`config.mk`:
```
export PLATFORM = sky130hd
export DESIGN_NAME = radio_cmd_engine
export DESIGN_NICKNAME = d
export VERILOG_FILES = /design/src/rtl/rce_pkg.sv /design/src/rtl/rce_datapath.sv /design/src/rtl/rce_ctrl.sv /design/src/rtl/radio_cmd_engine.sv
export SDC_FILE = /design/constraint.sdc
export NUM_CORES = 1
export LEC_CHECK = 0
export ABC_AREA = 1
export BUFFER_PORTS_ARGS = -buffer_cell sky130_fd_sc_hd__buf_2
export CORE_UTILIZATION = 45
export CTS_BUF_LIST = sky130_fd_sc_hd__clkbuf_4 sky130_fd_sc_hd__clkbuf_8
export CTS_CLUSTER_SIZE = 25
export DETAILED_ROUTE_END_ITERATION = 8
export PLACE_DENSITY = 0.63
export RECOVER_POWER = 25
export SYNTH_ARGS = -nofsm -noshare
export SYNTH_HDL_FRONTEND = slang
export SYNTH_SLANG_ARGS = --single-unit
```
`constraint.sdc`:
```
create_clock -name clk -period 3.5 [get_ports clk]
set_input_delay 0.525 -clock clk [delete_from_list [all_inputs] [get_ports clk]]
set_output_delay 0.525 -clock clk [all_outputs]
set_load 0.1 [all_outputs]
```
`src/rtl/rce_pkg.sv`:
```
`timescale 1ns/1ps
package rce_pkg;

  localparam logic [2:0] KIND_GEN_WR = 3'd0;
  localparam logic [2:0] KIND_GEN_RD = 3'd1;
  localparam logic [2:0] KIND_REG_WR = 3'd2;
  localparam logic [2:0] KIND_REG_RD = 3'd3;
  localparam logic [2:0] KIND_BUF_WR = 3'd4;
  localparam logic [2:0] KIND_BUF_RD = 3'd5;

  // strobes from control to datapath
  typedef struct packed {
    logic       loadByte;
    logic [7:0] byteVal;
    logic       clrWait;
    logic       runWait;
  } dpCtrl_t;

  // bytes sent before the payload phase
  function automatic logic [2:0] hdrLen(input logic [2:0] kind);
    case (kind)
      KIND_GEN_RD: hdrLen = 3'd2;
      KIND_REG_WR: hdrLen = 3'd3;
      KIND_REG_RD: hdrLen = 3'd4;
      KIND_BUF_WR: hdrLen = 3'd2;
      KIND_BUF_RD: hdrLen = 3'd3;
      default:     hdrLen = 3'd1;
    endcase
  endfunction

  function automatic logic isReadKind(input logic [2:0] kind);
    isReadKind = (kind == KIND_GEN_RD) || (kind == KIND_REG_RD) || (kind == KIND_BUF_RD);
  endfunction

  function automatic logic [7:0] hdrByte(input logic [2:0] kind, input logic [7:0] op,
                                         input logic [15:0] addr, input logic [1:0] idx);
    logic isReg, isBuf;
    isReg = (kind == KIND_REG_WR) || (kind == KIND_REG_RD);
    isBuf = (kind == KIND_BUF_WR) || (kind == KIND_BUF_RD);
    if (idx == 2'd0)               hdrByte = op;
    else if (isReg && idx == 2'd1) hdrByte = addr[15:8];
    else if (isReg && idx == 2'd2) hdrByte = addr[7:0];
    else if (isBuf && idx == 2'd1) hdrByte = addr[7:0];
    else                           hdrByte = 8'h00;
  endfunction

endpackage

```
`src/rtl/rce_datapath.sv`:
```
`timescale 1ns/1ps
module rce_datapath
  import rce_pkg::*;
#(
  parameter int DIV_HALF   = 4,
  parameter int WAIT_LIMIT = 10000000
) (
  input  logic       clk,
  input  logic       rstN,
  input  dpCtrl_t    ctl,
  input  logic       miso,
  output logic       sclk,
  output logic       mosi,
  output logic       byteDone,
  output logic [7:0] rxByte,
  output logic       waitExpired
);
  localparam int HC_W = (DIV_HALF > 1) ? $clog2(DIV_HALF) : 1;
  localparam int WC_W = $clog2(WAIT_LIMIT + 1);

  logic [7:0]      txSh, rxSh;
  logic [2:0]      bitCnt;
  logic [HC_W-1:0] halfCnt;
  logic            active, sclkQ, doneQ;
  logic [WC_W-1:0] waitCnt;
  logic            halfEnd;

  assign halfEnd = (halfCnt == HC_W'(DIV_HALF - 1));

  always_ff @(posedge clk or negedge rstN) begin
    if (!rstN) begin
      txSh <= '0; rxSh <= '0; bitCnt <= '0; halfCnt <= '0;
      active <= 1'b0; sclkQ <= 1'b0; doneQ <= 1'b0;
    end else begin
      doneQ <= 1'b0;
      if (ctl.loadByte) begin
        txSh    <= ctl.byteVal;
        bitCnt  <= '0;
        halfCnt <= '0;
        sclkQ   <= 1'b0;
        active  <= 1'b1;
      end else if (active) begin
        if (halfEnd) begin
          halfCnt <= '0;
          if (!sclkQ) begin
            sclkQ <= 1'b1;
            rxSh  <= {rxSh[6:0], miso};
          end else begin
            sclkQ  <= 1'b0;
            txSh   <= {txSh[6:0], 1'b0};
            bitCnt <= bitCnt + 3'd1;
            if (bitCnt == 3'd7) begin
              active <= 1'b0;
              doneQ  <= 1'b1;
            end
          end
        end else begin
          halfCnt <= halfCnt + HC_W'(1);
        end
      end
    end
  end

  assign waitExpired = (waitCnt == WC_W'(WAIT_LIMIT));

  always_ff @(posedge clk or negedge rstN) begin
    if (!rstN)                          waitCnt <= '0;
    else if (ctl.clrWait)               waitCnt <= '0;
    else if (ctl.runWait && !waitExpired) waitCnt <= waitCnt + WC_W'(1);
  end

  assign sclk     = sclkQ;
  assign mosi     = txSh[7];
  assign byteDone = doneQ;
  assign rxByte   = rxSh;
endmodule

```
`src/rtl/rce_ctrl.sv`:
```
`timescale 1ns/1ps
module rce_ctrl
  import rce_pkg::*;
#(
  parameter int LEN_W = 9
) (
  input  logic             clk,
  input  logic             rstN,
  input  logic             cmdValid,
  output logic             cmdReady,
  input  logic [2:0]       cmdType,
  input  logic [7:0]       cmdOpcode,
  input  logic [15:0]      cmdAddr,
  input  logic [LEN_W-1:0] cmdLen,
  input  logic             txValid,
  output logic             txReady,
  input  logic [7:0]       txData,
  output logic             rxValid,
  input  logic             rxReady,
  output logic             done,
  input  logic             busy,
  output logic             csN,
  output dpCtrl_t          ctl,
  input  logic             byteDone,
  input  logic             waitExpired
);
  localparam int IDX_W = LEN_W + 1;

  typedef enum logic [2:0] {S_IDLE, S_WAIT, S_SEL, S_SHIFT, S_RXOUT, S_END} state_e;

  state_e           state, stateNext;
  logic [2:0]       kindQ;
  logic [7:0]       opQ;
  logic [15:0]      addrQ;
  logic [LEN_W-1:0] lenQ;
  logic [IDX_W-1:0] byteIdx, hdrCnt, totalCnt;
  logic             csQ, inHdr, inPay, rdKind;

  always_comb begin
    hdrCnt   = IDX_W'(hdrLen(kindQ));
    totalCnt = hdrCnt + IDX_W'(lenQ);
    inHdr    = byteIdx < hdrCnt;
    inPay    = !inHdr && (byteIdx < totalCnt);
    rdKind   = isReadKind(kindQ);
  end

  assign cmdReady = (state == S_IDLE);
  assign txReady  = (state == S_SEL) && inPay && !rdKind;
  assign rxValid  = (state == S_RXOUT);
  assign done     = (state == S_END);
  assign csN      = csQ;

  always_comb begin
    stateNext   = state;
    ctl         = '0;
    ctl.clrWait = (state == S_IDLE);
    ctl.runWait = (state == S_WAIT);
    case (state)
      S_IDLE:  if (cmdValid) stateNext = S_WAIT;
      S_WAIT:  if (!busy || waitExpired) stateNext = S_SEL;
      S_SEL: begin
        if (inHdr) begin
          ctl.loadByte = 1'b1;
          ctl.byteVal  = hdrByte(kindQ, opQ, addrQ, byteIdx[1:0]);
          stateNext    = S_SHIFT;
        end else if (inPay) begin
          if (rdKind) begin
            ctl.loadByte = 1'b1;
            ctl.byteVal  = 8'h00;
            stateNext    = S_SHIFT;
          end else if (txValid) begin
            ctl.loadByte = 1'b1;
            ctl.byteVal  = txData;
            stateNext    = S_SHIFT;
          end
        end else begin
          stateNext = S_END;
        end
      end
      S_SHIFT: if (byteDone) stateNext = (rdKind && byteIdx > hdrCnt) ? S_RXOUT : S_SEL;
      S_RXOUT: if (rxReady) stateNext = S_SEL;
      S_END:   stateNext = S_IDLE;
      default: stateNext = S_IDLE;
    endcase
  end

  always_ff @(posedge clk or negedge rstN) begin
    if (!rstN) begin
      state <= S_IDLE; csQ <= 1'b1; kindQ <= '0; opQ <= '0;
      addrQ <= '0; lenQ <= '0; byteIdx <= '0;
    end else begin
      state <= stateNext;
      if (state == S_IDLE && cmdValid) begin
        kindQ   <= cmdType;
        opQ     <= cmdOpcode;
        addrQ   <= cmdAddr;
        lenQ    <= cmdLen;
        byteIdx <= '0;
      end
      if (ctl.loadByte) byteIdx <= byteIdx + IDX_W'(1);
      if (state == S_WAIT && stateNext == S_SEL) csQ <= 1'b0;
      if (state == S_END) csQ <= 1'b1;
    end
  end
endmodule

```
`src/rtl/radio_cmd_engine.sv`:
```
`timescale 1ns/1ps
module radio_cmd_engine
  import rce_pkg::*;
#(
  parameter int DIV_HALF   = 4,
  parameter int LEN_W      = 9,
  parameter int CYC_PER_MS = 100000,
  parameter int TIMEOUT_MS = 100
) (
  input  logic             clk,
  input  logic             rstN,
  input  logic             cmdValid,
  output logic             cmdReady,
  input  logic [2:0]       cmdType,
  input  logic [7:0]       cmdOpcode,
  input  logic [15:0]      cmdAddr,
  input  logic [LEN_W-1:0] cmdLen,
  input  logic             txValid,
  output logic             txReady,
  input  logic [7:0]       txData,
  output logic             rxValid,
  input  logic             rxReady,
  output logic [7:0]       rxData,
  output logic             done,
  input  logic             busy,
  output logic             sclk,
  output logic             mosi,
  input  logic             miso,
  output logic             csN
);
  localparam int WAIT_LIMIT = CYC_PER_MS * TIMEOUT_MS;

  dpCtrl_t ctl;
  logic    byteDone, waitExpired;

  rce_ctrl #(.LEN_W(LEN_W)) u_ctrl (
    .clk(clk), .rstN(rstN), .cmdValid(cmdValid), .cmdReady(cmdReady),
    .cmdType(cmdType), .cmdOpcode(cmdOpcode), .cmdAddr(cmdAddr), .cmdLen(cmdLen),
    .txValid(txValid), .txReady(txReady), .txData(txData),
    .rxValid(rxValid), .rxReady(rxReady), .done(done), .busy(busy), .csN(csN),
    .ctl(ctl), .byteDone(byteDone), .waitExpired(waitExpired)
  );

  rce_datapath #(.DIV_HALF(DIV_HALF), .WAIT_LIMIT(WAIT_LIMIT)) u_datapath (
    .clk(clk), .rstN(rstN), .ctl(ctl), .miso(miso), .sclk(sclk), .mosi(mosi),
    .byteDone(byteDone), .rxByte(rxData), .waitExpired(waitExpired)
  );
endmodule

```
Word-level counts from Yosys, hierarchy flattened
Index checks and enable logic that the tools add are counted.
Widths: inputs -> output; s select.
- order comparisons: 3
- bitwise operators: 2
- equal/unequal tests: 16
- reductions and logical operators: 32
- muxes and demuxes: 51
- $add $sub $neg: 5
- operators by type and width (cell ; number):
    $mux 8 ; 8
    $mux 24 ; 2
    $mux 9 ; 5
    $mux 3 ; 13
    $add 24x1->24 const B ; 1
    $eq 24x24->1 const B ; 1
    $mux 10 ; 2
    $mux 1 ; 16
    $eq 3x2->1 const B ; 5
    $eq 3x3->1 const B ; 5
    $pmux 3 s5 ; 1
    $reduce_bool 2->1 ; 6
    $add 10x1->10 const B ; 1
    $add 3x9->10 ; 1
    $gt 10x3->1 ; 1
    $logic_and 1x1->1 ; 10
    $lt 10x10->1 ; 1
    $lt 10x3->1 ; 1
    $pmux 3 s3 ; 1
    $eq 3x1->1 const B ; 2
    $mux 2 ; 3
    $logic_or 1x1->1 ; 5
    $eq 2x2->1 const B ; 2
    $logic_not 1->1 ; 4
    other kinds (10) ; 12
- input bits: 51
- output and inout port bits: 15
- register bits: 98
- word-level logic and storage cells: 124

Depth between registers and ports, before layout
Gate-level depths: netlist of run 1.
- word-level depth: 13
- gate-level depth with buffers: 23
- gate-level depth less buffers: 23

Cells and area by module
From an unflattened synthesis of run 1, not the netlist that was laid out.
- cells, all modules: 748
- area total of the unflattened synthesis: 6052.1 µm²
- by module, submodules not included (module ; times used ; cells each ; seq. area each (µm²) ; area each (µm²)):
    rce_ctrl ; 1 ; 379 ; 1252.5 ; 3353.2
    rce_datapath ; 1 ; 369 ; 1201.2 ; 2698.8

Worst setup path before layout of run 1
Ideal clock, no wire load.
- path type: register to output
- start: register u_ctrl.kindQ[1]
- end: output port txReady
- required time: 2.975 ns
- stages on the path, launching flop included: 20
- slack: -1.026 ns
- data arrival time: 4.001 ns
- path buffers: 0
- cell sequence: dfrtp_1 inv_1 nand2_1 nand2_1 o21ai_0 ha_1 inv_1 fa_1 o21ai_0 nand3_1 nor2_1 xnor2_1 ha_1 nand2_1 a21oi_1 nor2_2 nand2_4 nor2_8 nand2_1 nor2_1
- cells in the longest elaborated chain, start to end: 8
- elaborated cells between the ends (all ways): 18
- classes of those cells: add/sub: 1; order compare: 2; eq/ne: 5; mux: 1; reduce/logical: 9
- ends and longest elaborated chain (element ; line ; RTL):
    from (decl) ; rce_ctrl.sv:32 ; logic [2:0] kindQ;
    from (signal assigned) ; rce_ctrl.sv:94 ; kindQ <= cmdType;
    $eq 3x2->1 (tied with other cells) ; rce_pkg.sv:21 ; case (kind)
    $reduce_or 2->1 (no source line) ; - ;
    $pmux 3 s3 ; rce_pkg.sv:21 ;
    $add 3x9->10 / $lt 10x3->1 (equally long branches) ; rce_ctrl.sv:41, rce_ctrl.sv:42 ;
    $lt 10x10->1 / $logic_not 1->1 (equally long branches) ; rce_ctrl.sv:43 ; inPay = !inHdr && (byteIdx < totalCnt);
    $logic_and 1x1->1 ; rce_ctrl.sv:43 ;
    $logic_and 1x1->1 ; rce_ctrl.sv:48 ; assign txReady = (state == S_SEL) && inPay && !rdKind;
    $logic_and 1x1->1 (*) ; rce_ctrl.sv:48 ;
    to (decl) ; radio_cmd_engine.sv:19 ; output logic txReady,
Mark *: on every way between the ends. The rest lies on a longest branch, timed or not.

Worst setup path in the final report of run 1
Ends and elaborated chain as after synthesis.

==> impl_metrics.yaml, run 1 <==
detailed_routing:
  drc: 0
  routed_wl_um: 14100
  drt_iter0_drc: 293
  detail_route.first_pass.iterations: 4
  wire_per_inst_um: 14.2
  drt-vias-per-instance: 5.19
  vias: 5145
  ant_nets: 0
sta:
  fin_crit_ns: 3.83
  fin_crit_sh: 1.09
  skew_ns: 0.00969
  worst_pin_slew_ns: 2.70
  setup_viol: 17
  fin_setup_tns_ns: -1.19
  clock.fmax_ghz: 0.261
  relSlewSlack: -0.797
  hold_violations: 0
  worst_slack_ns: -0.331
  grt_setup_unrepaired: "true"
  finalMaxSlewViolations: 48
worst_setup_path:
  reg2reg_depth: 23
  cp.arrival_ns: 3.31
  critPathLaunchType: "flop"
  cp_max_fo: 3
  crit_type: "reg2out"
  critical_path.endpoint_type: "output port"
  critPathRequiredTime_ns: 2.97
die:
  ioPinCount: 66
  fp.coreArea_um2: 12700
  rows: 41
  die_h_um: 117
  start_util: 0.464
  die_w_um: 117
  dieArea_um2: 13600
layout:
  final_cell_mix: "nand2_1, dfrtp_1, nor2_1, buf_2, nand3_1"
  final_common_cell: "nand2_1"
  num-nets-final: 891
  syn2layout_area_growth_pct: 17.7
  fill_cells: 1241
  drive_gt1_frac: 0.241
  final_util: 0.546
  diodes: 0
clocking:
  worstSkewPairLatency_ns: 0.39
  tritoncts: "built"
  root_buffer: "clkbuf_8"
  clkSinkCount: 98
  cts-buffers-inserted: 9
  cts.clk_slew.worst_paths_ns: 0.10
  cts.path.max_buffers: 2
  h-tree-depth: 3
synth:
  yosys_warnings: 0
  synth_compound_area_frac: 0.0716
  synthMuxAreaShare: 0.0570
  synth_cell_type_count: 42
  syn_nets: 813
  synth_xor_xnor_area_share: 0.0415
  synth-seq-area-share: 0.415
  synth_area_um2: 5910
  ys_async_sr_fraction: 1.00
  synth_seq_cells: 98
  avgSynthCellArea_um2: 8.01
  synth_fa_ha_area_frac: 0.0542
  synthSimpleGateAreaFrac: 0.298
  synth_top_family_by_area: "simple AND/OR/NAND/NOR gates"
  synth_edf_count: 0
  syn_inst: 737
  synthFlopType: "dfrtp_1"
global_route:
  grt_max_degree: 52
  grt_remaining_overflow: 0
  antenna_found_initial: 0
  grt_pass1_vias: 5052
  grt_pass1_wl_um: 23700
  grt_use_total: 0.224
place:
  dp_hpwl_um: 10100
  io_buffers: 65
  gp_congestion: 0.861
hold_path:
  hold_path_class: "in2reg"
  min_path_cells: 2
pwr:
  swShare: 0.474
  p_per_area_nw_per_um2: 861
  combPwrFrac: 0.575
  max-vdd-ir-drop_v: 0.000556
  p_leak_nw: 3.40
  p_int_mw: 3.15
  seq_power_share: 0.296
  power_switching_mw: 2.83
  finalPower_mw: 5.98
  pwr-share-clk: 0.129
job:
  drv_cap: 1
run_status:
  status: "finished with violations"
  violations: "capacitance limit, slew limit, setup timing"
==> power groups by stage <==
stage | registers (mW) | logic, mW | clock network, mW
finish | 1.77 | 3.44 | 0.775
global route | 1.82 | 3.84 | 0.841
CTS | 1.76 | 3.31 | 0.806
detailed placement | 1.77 | 3.06 | 0
global placement | 1.75 | 2.99 | 0
floorplan | 1.99 | 2.16 | 0
==> logic make-up after synthesis <==
family / count (synthesis)
buffers and inverters: 86
multiplexers: 30
AND/OR/NAND/NOR: 397
adder cells (fa/ha/maj): 25
flip-flops: 98
AO/OA/AOI/OAI: 73
XOR/XNOR: 28
==> critical path: stages (launching register included) <==
cell and delay (ns):
dfrtp_1 0.39, inv_2 0.06, nand2_2 0.09, nand2_2 0.06, o21ai_2 0.07, ha_2 0.21, inv_2 0.04, fa_2 0.37
o21ai_2 0.18, nand3_2 0.11, nor2_2 0.11, xnor2_1 0.13, ha_1 0.26, nand2_2 0.09, nor2_2 0.06, nand3_2 0.10
nand2_4 0.08, nor2_8 0.13, nand2_4 0.07, nor2_4 0.12, buf_12 0.18
==> layout make-up <==
type / count / area, um^2 / share of cell area
Clock buffer: 11 / 139 / 0.0200
Clock inverter: 5 / 61.3 / 0.00882
Inverter: 59 / 221 / 0.0319
Multi-Input combinational cell: 553 / 3260 / 0.469
Sequential cell: 98 / 2450 / 0.353
Tap cell: 172 / 215 / 0.0310
Timing Repair Buffer: 94 / 598 / 0.0861
==> routing by layer <==
layer / GRT usage / routed length, um / vias up
met5: 0 / 0 / -
met4: 0.0793 / 324 / 0
met3: 0.0560 / 586 / 27
met2: 0.371 / 6740 / 110
met1: 0.284 / 6400 / 2414
li1: - / - / 2594
==> cell usage after synthesis (2+ instances only) <==
cell / count / area share
nor3_1: 14 / 0.012
a21o_1: 3 / 0.0038
buf_4: 2 / 0.0025
buf_6: 3 / 0.0057
ha_1: 24 / 0.051
o2111ai_1: 10 / 0.015
clkbuf_1: 12 / 0.0076
nand2_4: 2 / 0.0038
xnor2_1: 6 / 0.0089
dfrtp_1: 97 / 0.41
a21oi_1: 18 / 0.015
inv_1: 52 / 0.033
nand3_1: 60 / 0.051
nor2_1: 77 / 0.049
o21ai_0: 24 / 0.020
inv_2: 7 / 0.0044
mux2_2: 29 / 0.055
nand4_1: 19 / 0.020
o21ai_1: 13 / 0.011
xor2_1: 22 / 0.033
o211ai_1: 2 / 0.0025
nor2_2: 3 / 0.0032
nand2_2: 2 / 0.0021
nand3b_1: 6 / 0.0076
buf_2: 10 / 0.0085
nand2_1: 204 / 0.13
==> flip-flops by register name, indices dropped and copies added, names as in the netlist, 8 cells and up <==
register,flops
u_datapath.rxByte,8
u_datapath.waitCnt,24
u_ctrl.byteIdx,10
u_datapath.txSh,8
u_ctrl.addrQ,16
u_ctrl.lenQ,9
u_ctrl.opQ,8
==> final timing paths <==
kind,startpoint,end,slack [ns]
min in group asynchronous,rstN,u_datapath.waitCnt[8]$_DFFE_PN0P_,0.97
hold reg to reg,u_datapath.rxByte[7]$_DFFE_PN0P_,u_datapath.rxByte[7]$_DFFE_PN0P_,0.49
hold / removal,cmdAddr[1],u_ctrl.addrQ[1]$_DFFE_PN0P_,0.36
max in group asynchronous,rstN,u_ctrl.addrQ[13]$_DFFE_PN0P_,0.99
setup / recovery,u_ctrl.kindQ[1]$_DFFE_PN0P_,txReady,-0.33
setup reg to reg,u_ctrl.kindQ[1]$_DFFE_PN0P_,u_datapath.rxByte[6]$_DFFE_PN0P_,-0.07
==> what timing repair did <==
action	in CTS	in global routing
hold buffers	0	0
endpoints found under the setup margin	9	31
setup buffers	11	5
resized for setup	21	17
pin swaps	16	16
==> through the flow <==
stage                     instance area, um^2  setup slack (ns)  hold WS (ns)  cells
after floorplan                          5940           -0.0658         0.229    737
after detailed placement                 6490           -0.0651         0.472    960
after global routing                     6950            -0.484         0.339    992
after global placement                   6490            0.0626         0.467    960
after CTS                                6850            -0.301         0.161    987
final                                    6950            -0.331         0.360    992
(Power assumes the default switching activity.)
==> inputs of run 2 (changes only) <==
--- a/config.mk
+++ b/config.mk
@@ -11,7 +11,7 @@
 export CTS_BUF_LIST = sky130_fd_sc_hd__clkbuf_4 sky130_fd_sc_hd__clkbuf_8
 export CTS_CLUSTER_SIZE = 25
 export DETAILED_ROUTE_END_ITERATION = 8
-export PLACE_DENSITY = 0.63
+export PLACE_DENSITY = 0.61
 export RECOVER_POWER = 25
 export SYNTH_ARGS = -nofsm -noshare
 export SYNTH_HDL_FRONTEND = slang
==> constraint.sdc (replaced) <==
create_clock -name clk -period 3.8 [get_ports clk]
set_input_delay 0.57 -clock clk [delete_from_list [all_inputs] [get_ports clk]]
set_output_delay 0.57 -clock clk [all_outputs]
set_load 0.1 [all_outputs]
==> impl_metrics.yaml, run 2 (same netlist as run 1, synthesis figures left out) <==
run_status:
  status: "finished with violations"
  violations: "capacitance limit, slew limit, setup timing"
die:
  ioPinCount: 66
  die_w_um: 117
  rows: 41
  start_util: 0.464
  die_h_um: 117
  fp.coreArea_um2: 12700
  dieArea_um2: 13600
clocking:
  tritoncts: "built"
  root_buffer: "clkbuf_8"
  worstSkewPairLatency_ns: 0.39
  h-tree-depth: 3
  cts_hold_buf: 0
  cts-buffers-inserted: 9
  cts.path.max_buffers: 2
  cts.clk_slew.worst_paths_ns: 0.10
  clkSinkCount: 98
pwr:
  combPwrFrac: 0.569
  seq_power_share: 0.297
  power_switching_mw: 2.60
  p_int_mw: 2.89
  swShare: 0.474
  finalPower_mw: 5.49
  max-vdd-ir-drop_v: 0.000435
  pwr-share-clk: 0.134
  p_per_area_nw_per_um2: 792
  p_leak_nw: 3.39
detailed_routing:
  drt_iter0_drc: 307
  wire_per_inst_um: 14.2
  vias: 5130
  detail_route.first_pass.iterations: 4
  ant_nets: 0
  routed_wl_um: 14200
  drt-vias-per-instance: 5.15
  drc: 0
worst_setup_path:
  path_common_cell: "nor2_4"
  crit_type: "reg2out"
  max_stage_delay_ns: 0.41
  critical_path.endpoint_type: "output port"
  critPathRequiredTime_ns: 3.23
  reg2reg_from: "u_ctrl.kindQ[2]$_DFFE_PN0P_"
  crit_chain: "inv_2 > o21ai_2 > ha_2 > inv_2 > fa_2 > o21ai_2 > nand3_2 > nor2_4 > xnor2_2 > ha_1 > nand2_2 > a21oi_2 > nor2_4 > nand2_4 > nor2_8 > nand2_4 > nor2_4 > buf_12"
  startpoint: "u_ctrl.kindQ[2]$_DFFE_PN0P_"
  cp_max_fo: 4
  cp_slowest_cell: "dfrtp_1"
  critPathLaunchType: "flop"
  cp.arrival_ns: 3.30
layout:
  instances_no_fill: 997
  final_common_cell: "nand2_1"
  final_util: 0.545
  reg_top3: "u_datapath.waitCnt: 24 flops, u_ctrl.addrQ: 16 flops, u_ctrl.byteIdx: 10 flops"
  design_area_um2: 6930
  top_register: "u_datapath.waitCnt"
  syn2layout_area_growth_pct: 17.4
  num-nets-final: 896
  diodes: 0
  largest_register_ffs: 24
  final_cell_mix: "nand2_1, dfrtp_1, nor2_1, buf_2, nand3_1"
  drive_gt1_frac: 0.239
sta:
  fin_crit_ns: 3.87
  clock.fmax_ghz: 0.258
  grt_setup_unrepaired: "true"
  worst_slack_ns: -0.0724
  relSlewSlack: -0.114
  hold_violations: 0
  skew_ns: 0.0118
  setup_viol: 1
  fin_crit_sh: 1.02
  finalMaxSlewViolations: 66
  worst_pin_slew_ns: 1.67
place:
  dp_hpwl_um: 10200
  io_buffers: 65
  post-place-cells: 963
  placed_area_um2: 6450
  gp_congestion: 0.880
global_route:
  grt_pass1_wl_um: 23400
  grt_pass1_vias: 5038
  antenna_found_initial: 0
  grt_max_degree: 66
  grt_remaining_overflow: 0
  grt_use_total: 0.222
job:
  drv_cap: 1
hold_path:
  hold_path_class: "in2reg"
  hp-start: "cmdAddr[6]"
==> run 2: cell count changes in the layout (fill, tap and decap cells not counted), sizes merged <==
cell | before | now
clkinv | 2 | 0
buf | 93 | 98
inv | 61 | 63
==> run 2: metrics by stage <==
step	hold WS, ns	setup WS, ns	setup TNS, ns
after floorplan	0.274	0.0273	0
after detailed placement	0.470	-0.0304	-0.0304
after CTS	0.299	-0.0324	-0.0324
after global routing	0.382	-0.267	-0.267
after global placement	0.459	0.116	0
final	0.408	-0.0724	-0.0724
==> run 2: area by class of cell <==
type	instances	area, um^2
Clock buffer	11	145
Clock inverter	5	65.1
Fill cell	1245	5790
Inverter	59	221
Multi-Input combinational cell	553	3230
Sequential cell	98	2450
Tap cell	172	215
Timing Repair Buffer	99	599
==> run 2: routing by layer <==
layer / vias up / global-route usage / wire length [um]
met2: 95 / 0.379 / 7000
li1: 2597 / - / -
met3: 21 / 0.0571 / 513
met1: 2417 / 0.277 / 6400
met4: 0 / 0.0667 / 269
met5: - / 0 / 0
==> run 2: final timing paths <==
path	endpoint	slack [ns]	cells past startpoint
worst max register to register	u_datapath.bitCnt[0]$_DFFE_PN0P_	0.30	20
worst min-delay path	u_ctrl.addrQ[6]$_DFFE_PN0P_	0.41	2
max in group asynchronous	u_ctrl.addrQ[3]$_DFFE_PN0P_	2.14	2
worst min register to register	u_datapath.rxByte[7]$_DFFE_PN0P_	0.49	2
worst max-delay path	txReady	-0.07	18
min in group asynchronous	u_datapath.waitCnt[9]$_DFFE_PN0P_	0.59	1
==> run 2: critical path: cells and delay by family, from the launching register on <==
kind,cells,cell delay [ns]
AOI/OAI and AO/OA,3,0.40
xor gates and xnor gates,1,0.07
adders and majority gates,3,0.87
buffers and inverters,3,0.30
DFF,1,0.41
and+or+nand+nor,8,0.86
==> run 2: power by group through the flow <==
| stage | Combinational, mW | Clock [mW] | Sequential (mW) |
|---|---|---|---|
| 2_1_floorplan | 1.97 | 0 | 1.83 |
| 3_3_place_gp | 2.70 | 0 | 1.62 |
| 3_5_place_dp | 2.77 | 0 | 1.63 |
| 4_1_cts | 3.01 | 0.766 | 1.62 |
| 5_1_grt | 3.44 | 0.805 | 1.68 |
| 6_report | 3.13 | 0.736 | 1.63 |
==> run 2: what timing repair did <==
action | CTS | global route
buffers inserted | 11 | 7
gates cloned | 0 | 0
setup endpoints to repair | 1 | 1
gates resized for setup | 30 | 8
pin swaps | 19 | 16
